$ cat src/rtl/extsel_pkg.sv
package extsel_pkg;

    typedef enum logic {
        PICK_MAX = 1'b0,
        PICK_MIN = 1'b1
    } pick_e;

endpackage

$ cat src/rtl/extsel_pair_matrix.sv
module extsel_pair_matrix
    import extsel_pkg::*;
#(
    parameter int N = 8,
    parameter int W = 8
) (
    input  logic [N*W-1:0] data,
    input  pick_e          pick,
    output logic [N*N-1:0] beats
);

    // beats[r*N+c] = 1 when lane r defeats lane c under the current mode.
    // One comparator per unordered pair; the mirror entry is its inverse.
    for (genvar r = 0; r < N; r++) begin : g_row
        for (genvar c = 0; c < N; c++) begin : g_col
            if (r == c) begin : g_diag
                assign beats[r*N+c] = 1'b1;
            end else if (r < c) begin : g_pair
                logic [W-1:0] lhs;
                logic [W-1:0] rhs;
                logic         low_wins;
                // max: low lane wins when a_r >= a_c
                // min: low lane wins when a_r <= a_c, i.e. a_c >= a_r
                assign lhs      = (pick == PICK_MAX) ? data[r*W +: W] : data[c*W +: W];
                assign rhs      = (pick == PICK_MAX) ? data[c*W +: W] : data[r*W +: W];
                assign low_wins = (lhs >= rhs);
                assign beats[r*N+c] = low_wins;
                assign beats[c*N+r] = ~low_wins;
            end
        end
    end

endmodule

$ cat src/rtl/extsel_winner.sv
module extsel_winner #(
    parameter int N  = 8,
    parameter int W  = 8,
    parameter int IW = $clog2(N)
) (
    input  logic [N*N-1:0] beats,
    input  logic [N*W-1:0] data,
    output logic [N-1:0]   onehot,
    output logic [IW-1:0]  index,
    output logic [W-1:0]   value
);

    // A lane wins only when it defeats every other lane.
    for (genvar r = 0; r < N; r++) begin : g_and
        assign onehot[r] = &beats[r*N +: N];
    end

    always_comb begin
        index = '0;
        value = '0;
        for (int k = 0; k < N; k++) begin
            if (onehot[k]) begin
                index = index | IW'(k);
            end
            value = value | (data[k*W +: W] & {W{onehot[k]}});
        end
    end

endmodule

$ cat src/rtl/extsel_top.sv
module extsel_top
    import extsel_pkg::*;
#(
    parameter int N = 8,
    parameter int W = 8,
    localparam int IW = $clog2(N)
) (
    input  logic           clk,
    input  logic           rst,
    input  logic           in_valid,
    input  logic           in_mode,
    input  logic [N*W-1:0] in_data,
    output logic           out_valid,
    output logic [N-1:0]   out_onehot,
    output logic [IW-1:0]  out_index,
    output logic [W-1:0]   out_value
);

    typedef struct packed {
        logic          valid;
        logic [N-1:0]  onehot;
        logic [IW-1:0] index;
        logic [W-1:0]  value;
    } result_t;

    result_t       res_d, res_q;
    logic [N*N-1:0] beats;
    logic [N-1:0]   win_onehot;
    logic [IW-1:0]  win_index;
    logic [W-1:0]   win_value;

    extsel_pair_matrix #(.N(N), .W(W)) u_matrix (
        .data  (in_data),
        .pick  (pick_e'(in_mode)),
        .beats (beats)
    );

    extsel_winner #(.N(N), .W(W), .IW(IW)) u_winner (
        .beats  (beats),
        .data   (in_data),
        .onehot (win_onehot),
        .index  (win_index),
        .value  (win_value)
    );

    always_comb begin
        res_d       = res_q;
        res_d.valid = in_valid;
        if (in_valid) begin
            res_d.onehot = win_onehot;
            res_d.index  = win_index;
            res_d.value  = win_value;
        end
    end

    always_ff @(posedge clk) begin
        if (rst) begin
            res_q <= '0;
        end else begin
            res_q <= res_d;
        end
    end

    assign out_valid  = res_q.valid;
    assign out_onehot = res_q.onehot;
    assign out_index  = res_q.index;
    assign out_value  = res_q.value;

    // ---------------- assertions ----------------
    assert_reset_clear_R7: assert property (@(posedge clk)
        rst |=> (!out_valid && out_onehot == '0 && out_index == '0 && out_value == '0));

    assert_latency_R5: assert property (@(posedge clk) disable iff (rst)
        in_valid |=> out_valid);

    assert_idle_flag_R5: assert property (@(posedge clk) disable iff (rst)
        !in_valid |=> !out_valid);

    assert_onehot_R4: assert property (@(posedge clk) disable iff (rst)
        out_valid |-> ($countones(out_onehot) == 1 && out_onehot[out_index]));

    assert_hold_R6: assert property (@(posedge clk) disable iff (rst)
        !in_valid |=> ($stable(out_onehot) && $stable(out_index) && $stable(out_value)));

    for (genvar k = 0; k < N; k++) begin : g_bound
        assert_max_bound_R1: assert property (@(posedge clk) disable iff (rst)
            (in_valid && !in_mode) |=> (out_value >= $past(in_data[k*W +: W])));
        assert_min_bound_R2: assert property (@(posedge clk) disable iff (rst)
            (in_valid && in_mode) |=> (out_value <= $past(in_data[k*W +: W])));
    end

endmodule

$ cat config.mk
export PLATFORM = sky130hd
export DESIGN_NAME = extsel_top
export DESIGN_NICKNAME = d
export VERILOG_FILES = /design/src/rtl/extsel_pkg.sv /design/src/rtl/extsel_pair_matrix.sv /design/src/rtl/extsel_winner.sv /design/src/rtl/extsel_top.sv
export SDC_FILE = /design/constraint.sdc
export NUM_CORES = 1
export LEC_CHECK = 0
export ABC_AREA = 0
export CORE_MARGIN = 3
export CORE_UTILIZATION = 60
export DETAILED_ROUTE_END_ITERATION = 10
export DONT_BUFFER_PORTS = 1
export GPL_TIMING_DRIVEN = 1
export PLACE_DENSITY = 0.79
export SETUP_SLACK_MARGIN = 0.2
export SYNTH_ARGS = -nofsm -noshare
export SYNTH_HDL_FRONTEND = slang
export SYNTH_SLANG_ARGS = --single-unit
export TNS_END_PERCENT = 30
$ cat constraint.sdc
create_clock -name clk -period 5.82 [get_ports clk]
set_input_delay 1.746 -clock clk [delete_from_list [all_inputs] [get_ports clk]]
set_output_delay 1.746 -clock clk [all_outputs]
set_load 0.005 [all_outputs]
==> impl_results.md <==
* Outcome: finished, final reports clean
* Core box area at around 15000 µm²
* Min-delay worst type: flip-flop to flip-flop
* H-tree depth at 1
* Slew margin rel. at between 30 and 40%
* HPWL after detailed placement at around 28000 µm
* Synth Net Count at roughly 1600
* Compound-gate portion of the synthesized area at roughly two fifths
* Chip Height at ~130 µm
* Clock Latency Late Sink at about 260 ps
* Via count at 11800
* Area Overhead vs Synth at -4.29%
* Synth Area in Simple Gates at a little under a third
* Slew @ Worst Pin at between 900 and 1000 ps
* Standard-cell rows at 44
* Die Area at about 17000 µm²
* Beginning of the worst hold path: out_onehot[2]
* Static leakage at about 3.1 nW
* Clock skew at 0 ps
* First-pass GRT wire length at just under 60000 µm
* Area taken by multi-input logic gates at slightly below 8000 µm²
* Most frequent cells in the layout: nand2_1, nor2_1, a21oi_1
* Drt first pass iters at 8
* Die Wd at approximately 130 µm
* Sequential standard cell area at ~400 µm²
* Synth Area in XOR/XNOR at roughly 5.3%
* Final hold vios at 0
* WL/cell at roughly 26 µm
* Total GRT Usage at ~44%
* Setup repair after global routing missed its margin: no
* Worst path slowest cell: nor4b_1
* Layout cells sized above 1 at under 10%
* Setup bufs post-CTS at 0
* Worst VDD drop at ~110 µV
* Register area share after synthesis at 4.38%
* Routed vias/inst at approximately 7.8
* Area post-placement at between 8000 and 9000 µm²
* Syn Area/Cell at 6.27 µm²
* Crit path kind: primary input to flip-flop
* Tcrit/Tclk final at 92.2%
* Grt total ovfl at 0
* Cts bufs inserted at 3
* Max Cap Viol at 0
* Final Setup Violations at 0
* Reg clk slew, reported paths at around 60 ps
* Worst Setup Start Kind: primary input
* Largest net degree at the start of global routing at about 200
* Largest family of logic cells by synthesized area: compound AO/OA/AOI/OAI gates
* FF-to-FF End: out_value[5]
* Worst reg-to-reg path cell count at 3
* Hold depth at 2
* N_diodes at 0
* Netlist cell types at 97
* Initial antenna violation count at 2
* CTS tree: yes
* Buffers on Ports at 0
* Hold path endpoint: out_onehot[2]
* # hold bufs at CTS at 0
* Vias in the first global route at approximately 10000
* Post-route ant nets at 0
* Max Slew Vio Count at 0
* PD cells at roughly 120 nW/µm²
* Required time of the critical path at ~6000 ps
* Setup TNS at 0 ps
* Yosys reg bits at 20
* Design area at roughly 8800 µm²
* Commonest non-fill, non-tap cell in the layout: nand2_1
* Fin nets at around 1400
* CTS Sinks at 20
* Worst path cell trace: inv_2 > nand2_1 > nand2_1 > ha_1 > inv_1 > nor4b_1 > o311ai_0 > o311ai_0 > or4b_1 > a21oi_4 > a311oi_1 > o2111ai_1 > o41a_1
* CP arrival at about 5500 ps
* Io pins at between 80 and 90
* Fill count at about 1500
* Gate Count Post-Synth at about 1500
* WL final at just under 40000 µm
* Post-cts resize count at 0
* CTS Buffer Depth at 2
* Synth Warn # at 0
* FF-to-FF Start: out_value[5]
* Critical path capture point type: flip-flop
* Peak fanout along the critical path at 196
* Top_reg_cell synth: dfxtp_1
* Max incr delay on CP at 740 ps
* R2R setup slack at 5040 ps
* Adder-cell area share of the yosys netlist at 6.92%
* DRC at 0
* CTS Root Cell: clkbuf_16
* Min Tclk post-route at 5360 ps
* Fmax at about 190 MHz
* Starting DRC count in detailed routing at about 2800
* Final GP Congestion at approximately 1.2
* Post-Syn Area at between 9000 and 10000 µm²
* EDFF count, synth at 0
* Post-synthesis mux area share at 1.24%
* Async SR Flop Fraction at 0%
* Starting Density at about 62%
==> through the flow <==
step / worst slack [ps] / hold slack (ps) / instances / power [W] / utilization, %
floorplan: 279 / 462 / 1459 / 0.000743 / -
global placement: 535 / 470 / 1500 / 0.000781 / 58.9
detailed placement: 617 / 472 / 1500 / 0.000788 / 58.9
CTS: 862 / 482 / 1504 / 0.000986 / 59.6
global route: 562 / 496 / 1504 / 0.00107 / 59.6
finish: 455 / 479 / 1504 / 0.00102 / 59.6
==> state kept, by name, indices dropped and copies added, names as in the netlist <==
name        cells
out_valid       1
out_index       3
out_onehot      8
out_value       8
==> cell usage after synthesis, types with 11 or more instances <==
library cell | instances | area (µm²)
xnor2_1 | 31 | 272
inv_1 | 47 | 176
o22ai_1 | 26 | 163
o221ai_1 | 12 | 105
dfxtp_1 | 20 | 400
buf_4 | 19 | 143
o211ai_1 | 26 | 195
nand4_1 | 16 | 100
nand2b_1 | 65 | 407
clkbuf_1 | 49 | 184
o21ai_0 | 99 | 495
a21o_1 | 14 | 105
buf_2 | 64 | 320
nor2b_1 | 44 | 275
ha_1 | 28 | 350
o2111ai_1 | 17 | 149
nand2_1 | 158 | 593
a32oi_1 | 11 | 96.3
a311oi_1 | 12 | 105
a31oi_1 | 31 | 194
nor2_1 | 146 | 548
a211oi_1 | 19 | 143
a221oi_1 | 14 | 123
o31ai_1 | 12 | 90.1
a21oi_1 | 126 | 631
xor2_1 | 24 | 210
nor3_1 | 40 | 200
nand3_1 | 38 | 190
maj3_1 | 26 | 260
==> metal layers <==
layer | global-route usage (%) | share of wire [%] | vias up
met4 | 17.5 | 6.2 | 4
met1 | 60.1 | 37 | 5257
met2 | 65.7 | 41 | 1123
li1 | - | - | 5148
met3 | 11.3 | 16 | 238
met5 | 0 | 0.072 | -
==> worst max-delay path by stage <==
stage	start	to	slack (ps)	depth (start not counted)
after detailed placement	in_mode	out_value[5]	620	13
after floorplan	in_mode	out_value[6]	280	20
after global routing	in_mode	out_value[5]	560	13
final	in_mode	out_value[2]	460	13
after CTS	in_mode	out_value[5]	860	13
after global placement	in_mode	out_value[5]	540	13
==> worst max-delay path: cells and delay by family <==
| family | cells | cell delay [ps] |
|---|---|---|
| adder cells (fa/ha/maj) | 1 | 290 |
| AND/OR/NAND/NOR | 4 | 1290 |
| AO/OA/AOI/OAI | 6 | 1860 |
| buffers and inverters | 2 | 200 |
==> area by class of cell <==
class,instances,area share (%)
clock buffer,3,0.857
clock inverter,1,0.343
timing repair buffer,6,0.657
multi-input combinational,1226,88.2
sequential,20,4.57
inverter,64,2.76
tap,184,2.63
==> kinds of logic (layout without fill, tap and decap cells) <==
kind of cell / Yosys count / count (layout)
and+or+nand+nor: 571 / 571
DFF: 20 / 20
AOI/OAI and AO/OA: 533 / 533
adders and majority gates: 56 / 56
muxes: 11 / 11
xor gates and xnor gates: 55 / 55
buffers and inverters: 213 / 74
==> power by group <==
part,internal [W],switching [W]
Combinational,0.000264,0.000414
Sequential,0.000143,0.00000491
Clock,0.000137,0.0000584
Total,0.000543,0.000477
Note: power is estimated with default switching activity, not from simulation.
